--- src/rtl/irqf_pkg.sv ---
package irqf_pkg;

    typedef enum logic [1:0] {
        SENSE_LOW  = 2'b00,
        SENSE_FALL = 2'b01,
        SENSE_RISE = 2'b10,
        SENSE_BOTH = 2'b11
    } sense_e;

    // True when the observed transition matches the selected sense code.
    function automatic logic edge_match(input sense_e s, input logic rose, input logic fell);
        logic m;
        case (s)
            SENSE_FALL: m = fell;
            SENSE_RISE: m = rose;
            SENSE_BOTH: m = rose | fell;
            default:    m = 1'b0;
        endcase
        return m;
    endfunction

endpackage

--- src/rtl/irqf_sync.sv ---
module irqf_sync #(
    parameter int   STAGES = 2,
    parameter logic IDLE   = 1'b1
) (
    input  logic clk,
    input  logic rst_n,
    input  logic pin,
    output logic level,
    output logic rose,
    output logic fell
);
    typedef struct packed {
        logic [STAGES-1:0] chain;
        logic              prev;
    } sync_t;

    sync_t s_d, s_q;

    always_comb begin
        s_d       = s_q;
        s_d.chain = {s_q.chain[STAGES-2:0], pin};
        s_d.prev  = s_q.chain[STAGES-1];
    end

    always_ff @(posedge clk or negedge rst_n) begin
        if (!rst_n) begin
            s_q.chain <= {STAGES{IDLE}};
            s_q.prev  <= IDLE;
        end else begin
            s_q <= s_d;
        end
    end

    assign level = s_q.chain[STAGES-1];
    assign rose  = s_q.chain[STAGES-1] & ~s_q.prev;
    assign fell  = ~s_q.chain[STAGES-1] & s_q.prev;

endmodule

--- src/rtl/irqf_flag.sv ---
module irqf_flag
    import irqf_pkg::*;
(
    input  logic   clk,
    input  logic   rst_n,
    input  sense_e sense,
    input  logic   level,
    input  logic   rose,
    input  logic   fell,
    input  logic   rd_en,
    input  logic   wr_en,
    input  logic   wr_bit,
    input  logic   ack,
    output logic   flag
);
    typedef struct packed {
        logic flag;
        logic marked;
    } flag_t;

    flag_t f_d, f_q;
    logic  hit;
    logic  sw_clear;
    logic  edge_mode;

    assign hit       = edge_match(sense, rose, fell);
    assign edge_mode = (sense != SENSE_LOW);
    assign sw_clear  = wr_en & f_q.marked & ~wr_bit;

    always_comb begin
        f_d = f_q;
        if (!edge_mode) begin
            f_d.flag = ~level;
        end else if (hit) begin
            f_d.flag = 1'b1;
        end else if (ack || sw_clear) begin
            f_d.flag = 1'b0;
        end
        if (wr_en) begin
            f_d.marked = 1'b0;
        end else if (rd_en && f_q.flag) begin
            f_d.marked = 1'b1;
        end
    end

    always_ff @(posedge clk or negedge rst_n) begin
        if (!rst_n) begin
            f_q <= '0;
        end else begin
            f_q <= f_d;
        end
    end

    assign flag = f_q.flag;

    assert_level_tracks_pin_R4: assert property (@(posedge clk) disable iff (!rst_n)
        (sense == SENSE_LOW) |=> (flag == !$past(level)));

    assert_edge_sets_R5: assert property (@(posedge clk) disable iff (!rst_n)
        (edge_mode && hit) |=> flag);

    assert_hold_without_clear_R6: assert property (@(posedge clk) disable iff (!rst_n)
        (edge_mode && flag && !ack && !(wr_en && f_q.marked && !wr_bit)) |=> flag);

    assert_no_spurious_set_R7: assert property (@(posedge clk) disable iff (!rst_n)
        (edge_mode && !hit && !flag) |=> !flag);

    assert_ack_clears_R9: assert property (@(posedge clk) disable iff (!rst_n)
        (edge_mode && ack && !hit) |=> !flag);

endmodule

--- src/rtl/ext_irq_flags.sv ---
module ext_irq_flags
    import irqf_pkg::*;
#(
    parameter int NUM_LINES   = 8,
    parameter int REG_W       = 16,
    parameter int SYNC_STAGES = 2
) (
    input  logic                   clk,
    input  logic                   rst_n,
    input  logic                   rd_en,
    input  logic                   wr_en,
    input  logic [REG_W-1:0]       wr_data,
    output logic [REG_W-1:0]       rd_data,
    input  logic [NUM_LINES-1:0]   pin_in,
    input  logic [2*NUM_LINES-1:0] sense_sel,
    input  logic [NUM_LINES-1:0]   ack,
    output logic [NUM_LINES-1:0]   req,
    output logic                   any_req
);
    localparam int PAD_W = REG_W - NUM_LINES;

    logic [NUM_LINES-1:0] flags;
    logic [NUM_LINES-1:0] lvl, rose, fell;
    logic                 unused_hi;

    for (genvar i = 0; i < NUM_LINES; i++) begin : g_line
        irqf_sync #(
            .STAGES (SYNC_STAGES),
            .IDLE   (1'b1)
        ) u_sync (
            .clk   (clk),
            .rst_n (rst_n),
            .pin   (pin_in[i]),
            .level (lvl[i]),
            .rose  (rose[i]),
            .fell  (fell[i])
        );

        irqf_flag u_flag (
            .clk    (clk),
            .rst_n  (rst_n),
            .sense  (sense_e'(sense_sel[2*i +: 2])),
            .level  (lvl[i]),
            .rose   (rose[i]),
            .fell   (fell[i]),
            .rd_en  (rd_en),
            .wr_en  (wr_en),
            .wr_bit (wr_data[i]),
            .ack    (ack[i]),
            .flag   (flags[i])
        );
    end

    assign unused_hi = ^wr_data[REG_W-1:NUM_LINES];
    assign rd_data   = {{PAD_W{1'b0}}, flags};
    assign req       = flags;
    assign any_req   = |flags;

endmodule

--- config.mk ---
export PLATFORM = sky130hd
export DESIGN_NAME = ext_irq_flags
export DESIGN_NICKNAME = d
export VERILOG_FILES = /design/src/rtl/irqf_pkg.sv /design/src/rtl/irqf_sync.sv /design/src/rtl/irqf_flag.sv /design/src/rtl/ext_irq_flags.sv
export SDC_FILE = /design/constraint.sdc
export NUM_CORES = 1
export LEC_CHECK = 0
export ABC_AREA = 1
export BUFFER_PORTS_ARGS = -buffer_cell sky130_fd_sc_hd__clkbuf_2
export CELL_PAD_IN_SITES_DETAIL_PLACEMENT = 1
export CELL_PAD_IN_SITES_GLOBAL_PLACEMENT = 1
export CORE_MARGIN = 3
export CORE_UTILIZATION = 36
export DETAILED_ROUTE_END_ITERATION = 16
export PLACE_DENSITY = 0.8
export SLEW_MARGIN = 20
export SYNTH_ARGS = -nofsm -noshare
export SYNTH_HDL_FRONTEND = slang
export SYNTH_SLANG_ARGS = --single-unit
--- constraint.sdc ---
create_clock -name clk -period 1.69 [get_ports clk]
set_input_delay 0 -clock clk [delete_from_list [all_inputs] [get_ports clk]]
set_output_delay 0 -clock clk [all_outputs]
set_load 0.01 [all_outputs]
# == Yosys cells after proc, flatten, opt, wreduce, memory -nomap -nowiden ==
# Index checks and enable logic that the tools add are counted.
# op_classes
eq_ne,32
mux,48
bitwise_logic,64
reduce_logical,33
# ops
op,count
two-way mux 1 bit,40
AND 1 bit,32
equality test 2 bit (second input constant),16
nonzero test 2 bit,16
!= test 3 x 2 -> 1 bit (second input constant),8
inverter 1 bit,24
case mux 1 bit (3 select lines),8
equality test 2 x 1 -> 1 bit (second input constant),8
logical AND 1 bit,8
logical OR 1 bit,8
bitwise OR 1 bit,8
OR reduction 8 bit,1
# word_totals
reg_bits,40
in_bits,52
out_inout_bits,25

# == Logic depth before layout (Yosys ltp) ==
# Gate-level depths: netlist (run 1).
# depth
word_depth,6
mapped_depth,7

# == Modules after synthesis ==
# From an unflattened synthesis (run 1), not the netlist that was laid out.
# unflattened
hier_cells,224
hier_area_um2,1841.8
# modules_own_cells
mod,instances,cells_each,area_each_um2
irqf_flag,8,17,113.9
irqf_sync,8,7,93.8
ext_irq_flags,1,32,180.2

# == Worst setup path before layout (run 1) ==
# No wires, ideal clock.
# synth_timing
path_kind,register -> register
from,register g_line[0].u_sync.s_q[0] (netlist name)
to,"register g_line[0].u_flag.f_q, in the netlist g_line[0].u_flag.flag"
setup_time_ns,0.073
arrival_ns,1.096
path_slack_ns,0.521
stages_incl_launch_ff,8
path_buffers,0
synth_period_minus_slack_ns,1.169
cell_sequence,dfstp_2 > inv_1 > ha_1 > inv_1 > nand2_1 > nand3_1 > nand2_1 > a21oi_2
# synth_between
elab_chain_len,6
# synth_rtl
element,line,rtl
start: declaration,irqf_sync.sv:17,"sync_t s_d, s_q;"
inverter 1 bit,irqf_sync.sv:35,assign rose = s_q.chain[STAGES-1] & ~s_q.prev;
AND 1 bit,irqf_sync.sv:35,
bitwise OR 1 bit,irqf_pkg.sv:16,SENSE_BOTH: m = rose | fell;
case mux 1 bit (3 select lines) (*),irqf_pkg.sv:13,case (s)
two-way mux 1 bit,irqf_flag.sv:34,end else if (hit) begin
two-way mux 1 bit,irqf_flag.sv:32,if (!edge_mode) begin
end signal: assignment,irqf_flag.sv:48,f_q <= '0;
end signal: assignment,irqf_flag.sv:50,f_q <= f_d;
end: declaration,irqf_flag.sv:21,"flag_t f_d, f_q;"
# Mark *: on every way between the ends. The rest lies on a longest branch, timed or not.
# A chain may end at the register's enable or synchronous reset.

# == Worst setup path after layout (run 1) ==
# layout_timing
from,"register g_line[0].u_sync.s_q, in the netlist g_line[0].u_sync.level"
to,"register g_line[0].u_flag.f_q, in the netlist g_line[0].u_flag.flag"
# layout_between
elab_chain_len,6
# layout_rtl
element,line,rtl
inverter 1 bit,"irqf_sync.sv:36, irqf_flag.sv:33",
AND 1 bit,irqf_sync.sv:36,assign fell = ~s_q.chain[STAGES-1] & s_q.prev;
bitwise OR 1 bit,irqf_pkg.sv:16,
case mux 1 bit (3 select lines),irqf_pkg.sv:13,
two-way mux 1 bit,irqf_flag.sv:34,
two-way mux 1 bit,irqf_flag.sv:32,
# Parallel ways exist; a longest one is shown, timed or not.

==> results of run 1 <==
==> area by class of cell <==
| type | instances | area, um2 | area share, % |
|---|---|---|---|
| flip-flops and latches | 40 | 1030 | 39.0 |
| multi-input cells | 131 | 707 | 26.7 |
| repair buffers | 83 | 526 | 19.9 |
| inverters | 48 | 180 | 6.81 |
| well taps | 72 | 90.1 | 3.41 |
| clock buffers | 5 | 68.8 | 2.60 |
| clock inverters | 3 | 42.5 | 1.61 |
==> cell usage after synthesis (all sizes together) <==
master	number
nor4	2
o21ai	8
ha	16
buf	27
nor3	8
conb	1
nor2	24
dfstp	24
nand3	8
dfrtp	16
a21oi	16
inv	48
nand2	41
==> stage by stage <==
step	cell area [um2]	hold WS, ns	power, W
floorplan	2130	-0.296	0.00138
global placement	2320	0.00390	0.00146
detailed placement	2320	0.00311	0.00148
CTS	2650	0.000812	0.00229
global route	2650	0.000945	0.00240
finish	2650	0.00784	0.00225
==> state kept, by name (all words and copies together) (netlist names) <==
signal and cells:
g_line.u_flag.f_q 8, g_line.u_flag.flag 8, g_line.u_sync.level 8, g_line.u_sync.s_d 8, g_line.u_sync.s_q 8
==> routing by layer <==
layer  share of wire (%)  global-route usage [%]
met5                   0                       0
met4                 1.3                    4.98
met3                 7.5                    3.47
met2                  49                    24.6
met1                  42                    16.7
==> worst paths after layout <==
kind / from / end / slack (ns) / cells after the start
setup / recovery: g_line[0].u_sync.level$_DFF_PN1_ / g_line[0].u_flag.flag$_DFFE_PN0P_ / 0.25 / 4
hold / removal: ack[7] / g_line[7].u_flag.flag$_DFFE_PN0P_ / 0.008 / 4
setup reg to reg: g_line[0].u_sync.level$_DFF_PN1_ / g_line[0].u_flag.flag$_DFFE_PN0P_ / 0.25 / 4
hold reg to reg: g_line[6].u_sync.s_d[2]$_DFF_PN1_ / g_line[6].u_sync.level$_DFF_PN1_ / 0.36 / 0
max in group asynchronous: rst_n / g_line[2].u_sync.s_q[0]$_DFF_PN1_ / 0.85 / 3
min in group asynchronous: rst_n / g_line[5].u_flag.f_q[0]$_DFFE_PN0P_ / 0.22 / 2
==> logic make-up (layout without fill, tap and decap cells) <==
group                      Yosys count  count (layout)
buffers and inverters               75             139
DFF                                 40              40
and+or+nand+nor                     83              83
AOI/OAI and AO/OA                   24              24
other                                1               8
adders and majority gates           16              16
==> worst max-delay path, delay by kind of cell (launching register included) <==
family / cells / cell delay, ns
compound gates: 1 / 0.03
buf+inv: 2 / 0.63
flops: 1 / 0.55
simple gates: 1 / 0.12
==> report_power, final <==
part           leakage [nW]  internal (W)  switching, W  total, W
sequential            0.446       0.00105     0.0000619   0.00111
clock                0.0541      0.000437      0.000323  0.000760
combinational         0.933      0.000173      0.000200  0.000373
==> timing repair <==
action / 4_1_cts / 5_1_grt
hold buffers: 21 / 0
setup buffers: 0 / 0
hold endpoints to repair: 21 / 0
==> metrics, run 1 <==
headroom to the max-slew limit=66.3%; initial core utilization=37.7%; Avg Vias per Cell=4.37; Max IR drop VDD=0.000445 V; CTS tree=yes; Clock Skews=approximately 0.0064 ns; final hold violations=0; Mapped Cells=239; deepest clock path buffer count=2; kind of critical path=register to register; most common cell after layout, fill and taps aside=clkbuf_2; vias in the first global route=1667; Final setup viols=0; most frequent cells in the layout=60 x clkbuf_2, 48 x inv_1, 39 x nand2_1; largest net degree at the start of global routing=22; Power Density=about 850 nW/um2; Adder-Cell Fraction of Synth Area=9.52%; static leakage=between 1 and 1.5 nW; RSZ-0062 raised after global routing=false; Placeable Area=5570 um2; I/O Buffers=60; Worst Path Arrival=around 1.6 ns; largest family of logic cells by synthesized area=buffers and inverters; Clock Tree Root=clkbuf_8; Ports=between 70 and 80; Data required, critical path=1.88 ns; fin. max-slew vios=0; CTS resizes=0; Final WS setup=0.249 ns; share of cells above drive strength 1=32.3%; gr ovfl total=0; die area=about 6800 um2; Synth top area share=30.0%; dpl cells=approximately 350; Placer Congestion=0.672; clk_lat worst skew=0.29 ns; Crit-path slowest cell=dlygate4sd3_1; number of detailed-route iterations in the first pass=4; Final period util=between 80% and 90%; Fmax=694 MHz; #FFs+latches synth=40; part of the Yosys area used for sequential elements=approximately 49%; Post-route DRC=0; clk sinks=40; first-pass GRT wire length=~7.2 mm; die width=82.4 um; Worst Setup End Kind=register; Layout Nets=377; worst-path fanout max=3; crit-path cells=inv_1 > nor3_1 > dlygate4sd3_1 > a21oi_2; CTS HTree Levels=2; Slew @ Worst Pin=0.506 ns; cell row count=27; Place WS=0.416 ns; Vias=around 1700; post-synth top area cell=dfstp_2; Cell Area, Synth=2100 um2; Post-Synth Simple-Gate Area=16.2%; Max-Cap Viols=0; ANT nets after route=0; area grow syn2layout=25.8%; Routed WL=approximately 4.3 mm; detailed placer's ending HPWL=3.38 mm; post-synthesis mux area share=0%; Finished Layout Cells=382; initial antenna violation count=0; # diodes=0; Synth area leaders=dfstp_2 30%, dfrtp_1 19%, ha_1 9.5%; initial drt markers=37; setup TNS=0 ns; xor/xnor share of the synthesized area=0%; Total GRT Usage=~14%; cts bufs inserted=5; status=complete, no violations; Worst-path clk slew=0.08 ns; min Tclk post-route=1.44 ns; Setup crit start kind=register; Syn. warnings=0; FILL cells=approximately 700; synth unique cells=19; Synth Area in Compound Gates=~6.4%; Post-Syn Area per Cell=slightly below 9 um2; post-route core utilization=47.5%; Crit path largest cell delay=between 0.5 and 0.6 ns; routed length per placed instance=between 10 and 15 um; die height=82.4 um; Hold/Removal Path Class=primary input to register
No activity file was read; power rests on OpenSTA's default activity.
==> run 2: changes to the inputs <==
CAP_MARGIN = 20   (was unset)
CORE_UTILIZATION = 38   (was 36)
CTS_BUF_LIST = sky130_fd_sc_hd__clkbuf_16   (was unset)
PLACE_DENSITY = 0.84   (was 0.8)
clock period = 1.7 ns   (was 1.69 ns; I/O delays follow)
==> run 2 against run 1 <==
  * Combinational power down 3%
  * Clock skew decreased by 0.0032 ns
  * Sequential share of layout area increased by 0.32 points
  * Critical path type unchanged
  * Wire length shrank 2.7%
  * Register-to-register slack better by 0.17 ns
  * Maximum frequency up 12%
  * Cell count is 2.9% lower
  * Clock power up 37%
  * Utilization increased by 2.6 points
==> metrics, run 2 (synthesis gave the netlist of run 1 again) <==
ANT nets after route=0 (unchanged); Setup crit start kind=register (unchanged); Routed WL=4.18 mm (was 4.30 mm); initial core utilization=40.2% (was 37.7%); largest net degree at the start of global routing=22 (unchanged); Slew @ Worst Pin=0.534 ns (was 0.506 ns); Placeable Area=5240 um2 (was 5570 um2); cts bufs inserted=5 (unchanged); area grow syn2layout=24.7% (was 25.8%); CP Depth=7 (was 4); RR Endpoint=g_line[2].u_flag.flag$_DFFE_PN0P_ (was g_line[0].u_flag.flag$_DFFE_PN0P_); worst reg2reg setup slack=0.41 ns (was 0.25 ns); # hold bufs at CTS=13 (was 21); cell row count=26 (was 27); # diodes=0 (unchanged); Final WS setup=0.414 ns (was 0.249 ns); Final setup viols=0 (unchanged); Power Density=957 nW/um2 (was 849 nW/um2); headroom to the max-slew limit=64.4% (was 66.3%); Avg Vias per Cell=4.41 (was 4.37); most frequent cells in the layout=60 x clkbuf_2, 48 x inv_1, 39 x nand2_1 (unchanged); clk sinks=40 (unchanged); Worst Path Arrival=1.48 ns (was 1.63 ns); initial antenna violation count=0 (unchanged); Switching Fraction=24.4% (was 26.1%); Max IR drop VDD=0.000641 V (was 0.000445 V); initial drt markers=27 (was 37); status=complete, no violations (unchanged); Layout Nets=368 (was 377); reg2reg start=g_line[2].u_sync.s_q[0]$_DFF_PN1_ (was g_line[0].u_sync.level$_DFF_PN1_); clk_lat worst skew=0.28 ns (was 0.29 ns); WP buf/inv=2 (unchanged); crit-path cells=inv_1 > ha_1 > inv_1 > nand2_1 > nand3_1 > nand2_1 > a21oi_1 (was inv_1 > nor3_1 > dlygate4sd3_1 > a21oi_2); most common cell after layout, fill and taps aside=clkbuf_2 (unchanged); worst r2r path cells=7 (was 4); deepest clock path buffer count=2 (unchanged); die height=80.4 um (was 82.4 um); detailed placer's ending HPWL=3.34 mm (was 3.38 mm); die area=6460 um2 (was 6800 um2); Psw=0.000613 W (was 0.000586 W); fin. max-slew vios=0 (unchanged); routed length per placed instance=11.3 um (about the same); Finished Layout Cells=371 (was 382); final hold slack=0.00862 ns (was 0.00784 ns); Seq pwr share=44.1% (was 49.6%); Max-Cap Viols=0 (unchanged); die width=80.4 um (was 82.4 um); gr ovfl total=0 (unchanged); FILL cells=627 (was 690); static leakage=1.42 nW (was 1.43 nW); vias in the first global route=1583 (was 1667); CTS resizes=0 (unchanged); CP Launch Point=g_line[2].u_sync.s_q[0]$_DFF_PN1_ (was g_line[0].u_sync.level$_DFF_PN1_); Total GRT Usage=14.1% (about the same); Clock Skews=0.00321 ns (was 0.00637 ns); CTS HTree Levels=2 (unchanged); worst-path fanout max=2 (was 3); final hold violations=0 (unchanged); RSZ-0062 raised after global routing=false (unchanged); Final period util=75.6% (was 85.3%); Worst Setup End Kind=register (unchanged); P_int=0.00190 W (was 0.00166 W); min Tclk post-route=1.29 ns (was 1.44 ns); kind of critical path=register to register (unchanged); dpl cells=350 (was 353); number of detailed-route iterations in the first pass=4 (unchanged); Hold/Removal Path Class=primary input to register (unchanged); Place WS=0.403 ns (was 0.416 ns); Post-route DRC=0 (unchanged); Worst-path clk slew=0.06 ns (was 0.08 ns); clock network power share=41.5% (was 33.8%); first-pass GRT wire length=7.04 mm (was 7.23 mm); buffer count from post-CTS setup fixing=0 (unchanged); Clock Tree Root=clkbuf_16 (was clkbuf_8); Worst Setup EP=g_line[2].u_flag.flag$_DFFE_PN0P_ (was g_line[0].u_flag.flag$_DFFE_PN0P_); delay-heaviest family, CP=flip-flops (was buffers and inverters); CTS tree=yes (unchanged); Crit-path slowest cell=dfstp_2 (was dlygate4sd3_1); Data required, critical path=1.90 ns (was 1.88 ns); I/O Buffers=60 (unchanged); post-route core utilization=50.1% (was 47.5%); share of cells above drive strength 1=32.9% (was 32.3%); setup TNS=0 ns (unchanged); Fmax=778 MHz (was 694 MHz); Ports=77 (unchanged); Vias=1636 (was 1669); Crit path largest cell delay=0.53 ns (was 0.58 ns); Placer Congestion=0.767 (was 0.672); part of the power in combinational logic=14.3% (was 16.6%)
run 2: worst min-delay path by stage:
stage | from | end | slack, ns | depth (start not counted)
floorplan | rst_n | g_line[0].u_flag.f_q[0]$_DFFE_PN0P_ | -0.30 | 0
global placement | rst_n | g_line[5].u_flag.f_q[0]$_DFFE_PN0P_ | -0.004 | 1
detailed placement | rst_n | g_line[5].u_flag.flag$_DFFE_PN0P_ | 0.0006 | 1
CTS | sense_sel[0] | g_line[0].u_flag.flag$_DFFE_PN0P_ | 0.002 | 3
global route | sense_sel[1] | g_line[0].u_flag.flag$_DFFE_PN0P_ | 0.03 | 3
finish | sense_sel[1] | g_line[0].u_flag.flag$_DFFE_PN0P_ | 0.009 | 3
run 2: power by group through the flow:
stage | registers, W | clock network (W) | logic, W
floorplan | 0.00110 | 0 | 0.000268
global placement | 0.00112 | 0 | 0.000328
detailed placement | 0.00113 | 0 | 0.000343
CTS | 0.00111 | 0.00108 | 0.000368
global route | 0.00112 | 0.00112 | 0.000419
finish | 0.00111 | 0.00104 | 0.000360
run 2: metal layers:
layer	GRT usage [%]	wire length [um]	share of wire (%)
met5	0	0	0
met4	3.55	33	0.79
met3	3.48	253	6.0
met2	23.8	2110	50
met1	17.9	1790	43
run 2: worst min-delay path: stages:
cell	delay [ns]
clkbuf_2	0.10
nor3_1	0.06
a21oi_2	0.09
run 2: layout make-up:
cell class                      instances  area (um2)  share of cell area, %
Clock buffer                            5         125                   4.77
Clock inverter                          3        42.5                   1.62
Inverter                               48         180                   6.87
Multi-Input combinational cell        131         707                   26.9
Sequential cell                        40        1030                   39.3
Tap cell                               70        87.6                   3.34
Timing Repair Buffer                   74         450                   17.2
run 2: metrics by stage:
| step | instance area (um2) | power (W) |
|---|---|---|
| finish | 2620 | 0.00251 |
| global route | 2620 | 0.00266 |
| CTS | 2620 | 0.00255 |
| detailed placement | 2330 | 0.00147 |
| global placement | 2330 | 0.00145 |
| floorplan | 2130 | 0.00137 |
==> run 3: changes to the inputs <==
CORE_UTILIZATION = 36   (was 38)
PLACE_DENSITY = 0.8   (was 0.84)
clock period = 1.3 ns   (was 1.7 ns; I/O delays follow)
==> run 3 against run 2 <==
  * Wire length grew 8.4%
  * First-iteration DRC count shrank 11%
  * Cell count grew 0.81%
  * Clock skew grew 0.00085 ns
  * Hold slack lost 0.0061 ns
  * Register-to-register slack lost 0.37 ns
  * Power grew 24%
==> metrics, run 3 (synthesis gave the netlist of run 1 again) <==
deepest clock path buffer count=2 (unchanged); static leakage=1.42 nW (about the same); crit-path cells=inv_2 > ha_4 > inv_1 > nand2_1 > nand3_1 > nand2_1 > a21oi_2 (was inv_1 > ha_1 > inv_1 > nand2_1 > nand3_1 > nand2_1 > a21oi_1); Final setup viols=0 (unchanged); Seq pwr share=46.8% (was 44.1%); Ports=77 (unchanged); Clock Tree Root=clkbuf_16 (unchanged); Hold/Removal Path Class=primary input to register (unchanged); Layout Nets=369 (was 368); CTS HTree Levels=2 (unchanged); routed length per placed instance=12.1 um (was 11.3 um); cell row count=27 (was 26); cts bufs inserted=5 (unchanged); crit-path most repeated cell=nand2_1; ANT nets after route=0 (unchanged); initial core utilization=37.7% (was 40.2%); CTS tree=yes (unchanged); I/O Buffers=60 (unchanged); detailed placer's ending HPWL=3.37 mm (was 3.34 mm); Routed WL=4.54 mm (was 4.18 mm); part of the power in combinational logic=16.5% (was 14.3%); Clock Skews=0.00406 ns (was 0.00321 ns); P_int=0.00230 W (was 0.00190 W); initial antenna violation count=0 (unchanged); Post-route DRC=0 (unchanged); clk_lat worst skew=0.28 ns (about the same); most common cell after layout, fill and taps aside=clkbuf_2 (unchanged); clock network power share=36.7% (was 41.5%); Power Density=1140 nW/um2 (was 957 nW/um2); kind of critical path=register to register (unchanged); fin. max-slew vios=0 (unchanged); most frequent cells in the layout=60 x clkbuf_2, 43 x inv_1, 36 x nand2_1 (was 60 x clkbuf_2, 48 x inv_1, 39 x nand2_1); number of detailed-route iterations in the first pass=4 (unchanged); Data required, critical path=1.45 ns (was 1.90 ns); Switching Fraction=26.3% (was 24.4%); Final period util=96.9% (was 75.6%); Worst-path clk slew=0.06 ns (about the same); worst-path fanout max=2 (unchanged); vias in the first global route=1624 (was 1583); clk sinks=40 (unchanged); die height=82.4 um (was 80.4 um); Vias=1632 (was 1636); Place WS=-0.0101 ns (was 0.403 ns); status=complete, no violations (unchanged); Max IR drop VDD=0.000697 V (was 0.000641 V); # diodes=0 (unchanged); final hold slack=0.00256 ns (was 0.00862 ns); Setup crit start kind=register (unchanged); first-pass GRT wire length=7.14 mm (was 7.04 mm); Worst Setup End Kind=register (unchanged); Psw=0.000819 W (was 0.000613 W); Worst Path Arrival=1.41 ns (was 1.48 ns); Total GRT Usage=14.1% (about the same); initial drt markers=24 (was 27); die area=6800 um2 (was 6460 um2); Placeable Area=5570 um2 (was 5240 um2); min Tclk post-route=1.26 ns (was 1.29 ns); Final WS setup=0.0399 ns (was 0.414 ns); post-route core utilization=49.0% (was 50.1%); final hold violations=0 (unchanged); Fmax=794 MHz (was 778 MHz); Placer Congestion=0.736 (was 0.767); largest net degree at the start of global routing=26 (was 22); area grow syn2layout=29.8% (was 24.7%); Max-Cap Viols=0 (unchanged); gr ovfl total=0 (unchanged); Crit path largest cell delay=0.53 ns (about the same); Crit-path slowest cell=dfstp_2 (unchanged); Power Total=0.00312 W (was 0.00251 W); Avg Vias per Cell=4.36 (was 4.41); die width=82.4 um (was 80.4 um); share of cells above drive strength 1=40.4% (was 32.9%)
-- run 3: cell count changes in the layout (fill, tap and decap cells not counted), sizes merged --
cell	delta
dlygate4sd3	-1
buf	+2
bufinv	-1
clkinvlp	-1
clkinv	+2
-- run 3: critical path, delay by kind of cell, from the launching register on --
family | cells | cell delay [ns]
flops | 1 | 0.53
fa+ha+maj | 1 | 0.24
simple gates | 3 | 0.21
buf+inv | 2 | 0.08
compound gates | 1 | 0.07
-- run 3: area by class of cell --
| cell class | instances | area [um2] |
|---|---|---|
| tap | 72 | 90.1 |
| inverter | 48 | 180 |
| timing repair buffer | 75 | 455 |
| clock inverter | 3 | 13.8 |
| fill | 657 | 2840 |
| sequential | 40 | 1030 |
| clock buffer | 5 | 125 |
| multi-input combinational | 131 | 835 |
-- run 3: power by group through the flow --
stage	sequential, W	clock, W	combinational [W]
2_1_floorplan	0.00144	0	0.000350
3_3_place_gp	0.00147	0	0.000430
3_5_place_dp	0.00147	0	0.000452
4_1_cts	0.00145	0.00119	0.000488
5_1_grt	0.00148	0.00125	0.000597
6_report	0.00146	0.00114	0.000514
-- run 3: worst paths after layout --
check                                                  startpoint                           endpoint  slack [ns]  cells past startpoint
worst max register to register  g_line[4].u_sync.s_q[0]$_DFF_PN1_  g_line[4].u_flag.flag$_DFFE_PN0P_        0.04                      7
max in group asynchronous                                   rst_n   g_line[2].u_sync.level$_DFF_PN1_        0.55                      3
worst min-delay path                                       ack[1]  g_line[1].u_flag.flag$_DFFE_PN0P_       0.003                      4
worst max-delay path            g_line[4].u_sync.s_q[0]$_DFF_PN1_  g_line[4].u_flag.flag$_DFFE_PN0P_        0.04                      7
min in group asynchronous                                   rst_n  g_line[5].u_flag.flag$_DFFE_PN0P_        0.20                      2
worst min register to register  g_line[3].u_sync.s_d[2]$_DFF_PN1_   g_line[3].u_sync.level$_DFF_PN1_        0.35                      0
-- run 3: stage by stage --
stage          setup TNS (ns)  cells  instance area [um2]
6_report                    0    374                 2730
4_1_cts                     0    373                 2610
5_1_grt               -0.0205    374                 2730
2_1_floorplan               0    246                 2130
3_3_place_gp                0    352                 2330
3_5_place_dp          -0.0101    352                 2330
-- run 3: metal layers --
layer / share of wire (%) / up-vias / track usage [%]
li1: - / 816 / -
met4: 0.71 / 0 / 3.99
met3: 6.5 / 4 / 3.90
met1: 40 / 764 / 15.7
met2: 53 / 48 / 26.1
met5: 0 / - / 0
-- run 3: what timing repair did --
item                       4_1_cts  5_1_grt
hold endpoints to repair        26        0
gates resized for setup          2       20
setup endpoints to repair        2        8
hold buffers                    12        0
pin swaps                        5       15
setup buffers                    1        1
